## src/rtl/ipl_pkg.sv

```systemverilog
package ipl_pkg;
  localparam int FIELD_W    = 4;
  localparam int SLOTS      = 4;
  localparam int REG_W      = FIELD_W * SLOTS;
  localparam int NUM_REGS   = 5;
  localparam int NUM_FIELDS = NUM_REGS * SLOTS;
  localparam int RSV_FIELD  = NUM_FIELDS - 1;
  localparam int NUM_EXT    = 8;
  localparam int NUM_DMA    = 4;
  localparam int NUM_SOLO   = 7;
  localparam int NUM_PAIRED = 4;
  localparam int NUM_SRC    = NUM_EXT + NUM_DMA + NUM_SOLO + NUM_PAIRED;
  localparam int SRC_W      = $clog2(NUM_SRC);
  localparam int ADDR_W     = 3;

  typedef struct packed {
    logic               valid;
    logic [FIELD_W-1:0] level;
    logic [SRC_W-1:0]   src;
  } win_t;

  // Map a source id onto the flat field index (register * SLOTS + slot).
  function automatic int src_to_field(input int id);
    if (id < NUM_EXT)                          return id;
    if (id < NUM_EXT + NUM_DMA)                return NUM_EXT + (id - NUM_EXT) / 2;
    if (id < NUM_EXT + NUM_DMA + NUM_SOLO)     return id - NUM_DMA / 2;
    return NUM_EXT + NUM_DMA / 2 + NUM_SOLO + (id - NUM_EXT - NUM_DMA - NUM_SOLO) / 2;
  endfunction
endpackage

```

## src/rtl/ipl_regbank.sv

```systemverilog
module ipl_regbank
  import ipl_pkg::*;
(
  input  logic                          clk_i,
  input  logic                          rst_ni,
  input  logic [ADDR_W-1:0]             addr_i,
  input  logic                          we_i,
  input  logic [REG_W-1:0]              wdata_i,
  input  logic                          standby_i,
  output logic [REG_W-1:0]              rdata_o,
  output logic [NUM_FIELDS*FIELD_W-1:0] fields_o
);
  logic wr_ok;
  assign wr_ok = we_i && !standby_i;

  for (genvar f = 0; f < NUM_FIELDS; f++) begin : g_field
    localparam int REG  = f / SLOTS;
    localparam int SLOT = f % SLOTS;
    localparam int LSB  = REG_W - FIELD_W * (SLOT + 1);
    if (f == RSV_FIELD) begin : g_rsv
      assign fields_o[f*FIELD_W +: FIELD_W] = '0;
    end else begin : g_rw
      logic [FIELD_W-1:0] lvl_q;
      always_ff @(posedge clk_i or negedge rst_ni) begin
        if (!rst_ni)
          lvl_q <= '0;
        else if (wr_ok && addr_i == ADDR_W'(REG))
          lvl_q <= wdata_i[LSB +: FIELD_W];
      end
      assign fields_o[f*FIELD_W +: FIELD_W] = lvl_q;
    end
  end

  always_comb begin
    rdata_o = '0;
    for (int r = 0; r < NUM_REGS; r++) begin
      if (addr_i == ADDR_W'(r)) begin
        for (int k = 0; k < SLOTS; k++)
          rdata_o[REG_W - FIELD_W*(k+1) +: FIELD_W] = fields_o[(r*SLOTS + k)*FIELD_W +: FIELD_W];
      end
    end
  end
endmodule

```

## src/rtl/ipl_srcmap.sv

```systemverilog
module ipl_srcmap
  import ipl_pkg::*;
(
  input  logic [NUM_FIELDS*FIELD_W-1:0] fields_i,
  input  logic [NUM_SRC-1:0]            req_i,
  output logic [NUM_SRC*FIELD_W-1:0]    lvl_o,
  output logic [NUM_SRC-1:0]            pend_o
);
  for (genvar s = 0; s < NUM_SRC; s++) begin : g_src
    localparam int FLD = src_to_field(s);
    assign lvl_o[s*FIELD_W +: FIELD_W] = fields_i[FLD*FIELD_W +: FIELD_W];
    assign pend_o[s] = req_i[s] && (fields_i[FLD*FIELD_W +: FIELD_W] != '0);
  end
endmodule

```

## src/rtl/ipl_arbiter.sv

```systemverilog
module ipl_arbiter
  import ipl_pkg::*;
(
  input  logic [NUM_SRC*FIELD_W-1:0] lvl_i,
  input  logic [NUM_SRC-1:0]         pend_i,
  output win_t                       win_o
);
  always_comb begin
    win_o = '0;
    // Scan from the highest id down; ">=" lets a lower id take ties.
    for (int s = NUM_SRC - 1; s >= 0; s--) begin
      if (pend_i[s] && lvl_i[s*FIELD_W +: FIELD_W] >= win_o.level) begin
        win_o.valid = 1'b1;
        win_o.level = lvl_i[s*FIELD_W +: FIELD_W];
        win_o.src   = SRC_W'(s);
      end
    end
  end
endmodule

```

## src/rtl/ipl_unit.sv

```systemverilog
module ipl_unit
  import ipl_pkg::*;
(
  input  logic                clk_i,
  input  logic                rst_ni,
  input  logic [ADDR_W-1:0]   addr_i,
  input  logic                we_i,
  input  logic [REG_W-1:0]    wdata_i,
  output logic [REG_W-1:0]    rdata_o,
  input  logic                standby_i,
  input  logic [NUM_SRC-1:0]  src_req_i,
  input  logic [FIELD_W-1:0]  mask_i,
  output logic                irq_valid_o,
  output logic [FIELD_W-1:0]  irq_level_o,
  output logic [SRC_W-1:0]    irq_src_o,
  output logic                irq_req_o
);
  logic [NUM_FIELDS*FIELD_W-1:0] fields;
  logic [NUM_SRC*FIELD_W-1:0]    lvl;
  logic [NUM_SRC-1:0]            pend;
  win_t                          win_d, win_q;
  logic                          req_q;

  ipl_regbank u_bank (
    .clk_i, .rst_ni, .addr_i, .we_i, .wdata_i, .standby_i,
    .rdata_o, .fields_o(fields)
  );

  ipl_srcmap u_map (
    .fields_i(fields), .req_i(src_req_i), .lvl_o(lvl), .pend_o(pend)
  );

  ipl_arbiter u_arb (
    .lvl_i(lvl), .pend_i(pend), .win_o(win_d)
  );

  always_ff @(posedge clk_i or negedge rst_ni) begin
    if (!rst_ni) begin
      win_q <= '0;
      req_q <= 1'b0;
    end else begin
      win_q <= win_d;
      req_q <= win_d.valid && (win_d.level > mask_i);
    end
  end

  assign irq_valid_o = win_q.valid;
  assign irq_level_o = win_q.level;
  assign irq_src_o   = win_q.src;
  assign irq_req_o   = req_q;
endmodule

```

## config.mk

```make
export PLATFORM = sky130hd
export DESIGN_NAME = ipl_unit
export DESIGN_NICKNAME = d
export VERILOG_FILES = /design/src/rtl/ipl_pkg.sv /design/src/rtl/ipl_regbank.sv /design/src/rtl/ipl_srcmap.sv /design/src/rtl/ipl_arbiter.sv /design/src/rtl/ipl_unit.sv
export SDC_FILE = /design/constraint.sdc
export NUM_CORES = 1
export LEC_CHECK = 0
export ABC_AREA = 1
export BUFFER_PORTS_ARGS = -buffer_cell sky130_fd_sc_hd__buf_4
export CAP_MARGIN = 20
export CORE_ASPECT_RATIO = 0.7
export CORE_MARGIN = 1
export CORE_UTILIZATION = 56
export DETAILED_ROUTE_END_ITERATION = 16
export GPL_ROUTABILITY_DRIVEN = 0
export PLACE_DENSITY = 0.79
export SLEW_MARGIN = 20
export SYNTH_ARGS = -nofsm -noshare
export SYNTH_HDL_FRONTEND = slang
export SYNTH_HIERARCHICAL = 1
export SYNTH_SLANG_ARGS = --single-unit
export TNS_END_PERCENT = 10
```

## constraint.sdc

```tcl
create_clock -name clk_i -period 22.6 [get_ports clk_i]
set_input_delay 1.13 -clock clk_i [delete_from_list [all_inputs] [get_ports clk_i]]
set_output_delay 1.13 -clock clk_i [all_outputs]
set_load 0.01 [all_outputs]
```

* Word-level counts from Yosys, hierarchy flattened
Index checks and enable logic that the tools add are counted.
Storage, ports and cells: memory bits (writable) 0, register bits after elaboration 87, memory bits (read-only) 0, memories kept 0, bits in latches 0, output and inout port bits 27
Cells by class: muxes and demuxes 28, divide/modulo/power cells 0, reductions and logical operators 74, bitwise operators 0, shifts and indexed selects 0, $mul 0, add/subtract/negate cells 0, equal/unequal tests 4, $lt $le $gt $ge 24
Operators with widths (number):
- $mux W10 | 23
- $ge A4 B4 Y1 | 22
- $mux W16 | 5
- $reduce_bool A4 Y1 | 19
- $logic_and A1 B1 Y1 | 53
- $eq A3 B2 Y1 const B | 2
- $ge A4 B1 Y1 const B | 1
- $gt A4 B4 Y1 | 1
- $eq A3 B1 Y1 const B | 1
- $eq A3 B3 Y1 const B | 1
- $logic_not A3 Y1 | 1
- $logic_not A1 Y1 | 1

* Longest topological paths before layout
word-level depth 72, mapped depth 247, gate-level depth less buffers 247

* By module
The synthesis kept the hierarchy.
Modules (own cells, without submodules):
- ipl_arbiter | area each 3908.7 µm², cells an instance 717, instances 1, sequential area each 0.0 µm²
- ipl_regbank | area each 3773.6 µm², cells an instance 436, instances 1, sequential area each 1901.8 µm²
- ipl_srcmap | area each 1034.7 µm², cells an instance 176, instances 1, sequential area each 0.0 µm²
- ipl_unit | area each 385.4 µm², cells an instance 30, instances 1, sequential area each 275.3 µm²

* Worst setup path after synthesis
Ideal clock, no wire load.
path type input to register, start in src_req_i[22], end reg req_q (netlist: irq_req_o), stages 220, data arrival time 23.960 ns, buffers on the path 0, path slack -1.483 ns, path through inv_1 > a21oi_1 > nand2_1 > ha_1 > nand2_1 > clkinv_1 > nand2_1 > nand3_2 > nand2_2 > nand2_1 > o21ai_0 > ha_1 > o21ai_1 > nand2_1 > o21ai_0 > inv_1 > nand2_1 > nand2_2 > (+184 left out) > inv_1 > nand2_2 > nand2_4 > nand3_1 > nand2_1 > ha_1 > inv_1 > nor2_1 > o211ai_1 > nand3_1 > nand2_1 > inv_1 > nand2_1 > nand2_1 > ha_1 > nand2_1 > o21ai_0 > a21oi_1
RTL lines:
- from (decl) | RTL line ipl_unit.sv:11 | input logic [NUM_SRC-1:0] src_req_i,
- to (signal assigned) | RTL line ipl_unit.sv:43 | req_q <= win_d.valid && (win_d.level > mask_i);
- to (decl) | RTL line ipl_unit.sv:22 | logic req_q;

==> results.json <==
{
  "grt-ovfl-total": 0,
  "place_area_um2": 10300,
  "utilization_pct": 76.9,
  "skew_ns": 0.00706,
  "grt.total_usage_pct": 34.5,
  "clockBufferDepth": 2,
  "dpl_worst_slack_ns": -1.49,
  "max_cap_viol_count": 0,
  "layout.nets": 1684,
  "die_w_um": 154,
  "clk_pin_slew_ns": 0.07,
  "setup_viol": 11,
  "clkSinkCount": 87,
  "fmax_mhz": 41.9,
  "cts_inserted_buffers": 9,
  "core_area_um2": 15600,
  "clock_latency_ns": 0.34,
  "ios": 77,
  "startpoint_type": "input port",
  "ant_nets": 0,
  "hold_ws_ns": 0.571,
  "port_buffers": 76,
  "grt_max_degree": 76,
  "postLayoutSetupSlackWorst_ns": -1.28,
  "crit_slowest_cell": "or3_1",
  "critPathRequiredTime_ns": 22.83,
  "synth_warnings": 6,
  "vias": 10000,
  "initial_utilization_pct": 58.0,
  "wirelength_mm": 30.6,
  "drc": 0,
  "netlist_instances": 1354,
  "grt_pass1_wl_mm": 45.4,
  "crit_type": "input port to register",
  "drive_above_1_share_pct": 42.1,
  "routed_via_density": 5.64,
  "cts_root_buffer": "clkbuf_16",
  "dp.final_hpwl_mm": 19.8,
  "drtIter0Drc": 1194,
  "antenna_cells": 0,
  "critPathCaptureType": "register",
  "min_path_type": "register to register",
  "period_minus_slack_ns": 23.88,
  "fill_cells": 979,
  "dieHeight_um": 108,
  "run_status": "finished, violations left",
  "cts_htree_levels": 3,
  "violations": "negative setup slack",
  "worstMarginPinSlew_ns": 0.975,
  "crit_path_frequent_cell": "nand2_2",
  "finalHoldViolations": 0,
  "cts_tree": "done",
  "syn_area_um2": 9070,
  "slew_violations": 0,
  "path_max_fanout": 7,
  "dieArea_um2": 16700,
  "wire_per_inst_um": 17.2,
  "first_pass_iters": 8,
  "antenna_found_initial": 0,
  "grt_pass1_vias": 9253,
  "max_stage_delay_ns": 0.34,
  "area_growth_pct": 32.6,
  "final_area_um2": 12000,
  "critPathArrivalTime_ns": 24.11,
  "grt_setup_unrepaired": "yes",
  "maxSlewHeadroom_pct": 34.9,
  "synth_nets": 1462,
  "final.period_utilization_pct": 106,
  "row_count": 38,
  "avgSynthCellArea_um2": 6.70
}
## placed cells by master, fill, tap and decap left out, types with 3 or more instances in the layout
cell       instances
nand2_1          256
buf_6              4
ha_1              42
inv_1            187
buf_4            323
nand4_1           16
nor2_2             3
o21ai_0           17
o21ai_4            6
nand3_4            3
a21oi_1           28
a21oi_2            4
dfrtp_1           87
nand3_2           27
inv_2             24
o21ai_1           65
ha_4              16
nor2_4             6
nand2_8            5
or2_4              4
nand2_4           40
clkbuf_16          9
nand2_2          120
nand3_1          125
o21ai_2           58
nor2_1            83
## path summary, 6_finish.rpt
kind | startpoint | to | slack [ns] | cells after the start
min in group asynchronous | rst_ni | irq_valid_o | 0.62 | 1
max in group asynchronous | rst_ni | u_bank/g_field[1].g_rw.lvl_q[3] | 20.79 | 2
worst min register to register | u_bank/g_field[13].g_rw.lvl_q[0] | u_bank/g_field[13].g_rw.lvl_q[0] | 0.57 | 2
worst min-delay path | u_bank/g_field[13].g_rw.lvl_q[0] | u_bank/g_field[13].g_rw.lvl_q[0] | 0.57 | 2
worst max-delay path | src_req_i[22] | irq_req_o | -1.28 | 219
worst max register to register | u_bank/g_field[18].g_rw.lvl_q[3] | irq_req_o | -1.04 | 220
## sequential cells by signal (all words and copies together) (netlist names)
| register | cells |
|---|---|
| u_bank/g_field.g_rw.lvl_q | 76 |
| irq_valid_o | 1 |
| irq_src_o | 5 |
| irq_req_o | 1 |
| irq_level_o | 4 |
## per-layer routing
| layer | global-route usage, % | up-vias | wire length [µm] |
|---|---|---|---|
| li1 | - | 4667 | - |
| met1 | 44.1 | 4661 | 12000 |
| met2 | 56.8 | 577 | 14000 |
| met3 | 7.13 | 142 | 3000 |
| met4 | 15.1 | 0 | 1520 |
| met5 | 0 | - | 0 |
## metrics by stage
step	std cells	setup TNS, ns
after floorplan	1354	-0.253
after CTS	1753	-2.05
final	1781	-10.18
after detailed placement	1663	-11.51
after global routing	1781	-26.13
after global placement	1663	-1.94
## critical path, delay by kind of cell
| kind | cells | cell delay, ns |
|---|---|---|
| adders and majority gates | 21 | 5.66 |
| buffers and inverters | 32 | 2.90 |
| AOI/OAI and AO/OA | 33 | 3.44 |
| and+or+nand+nor | 133 | 10.87 |
## layout make-up
class,count,area (µm²),area share (%)
clock inverters,5,81.3,0.676
repair buffers,327,2470,20.5
well taps,200,250,2.08
multi-input cells,938,6000,49.9
flip-flops and latches,87,2180,18.1
clock buffers,11,243,2.02
inverters,213,803,6.68
## timing repair
action                                  in CTS  in global routing
pin swaps                                  120                157
endpoints found under the setup margin      11                 11
setup buffers                               74                 28
hold buffers                                 0                  0
endpoints found under the hold margin        0                  0
gates cloned                                 0                  0
gates resized for setup                     48                100
Power is not shown: default switching activity piles up to over one toggle a cycle in this logic, so the estimate is an artifact.
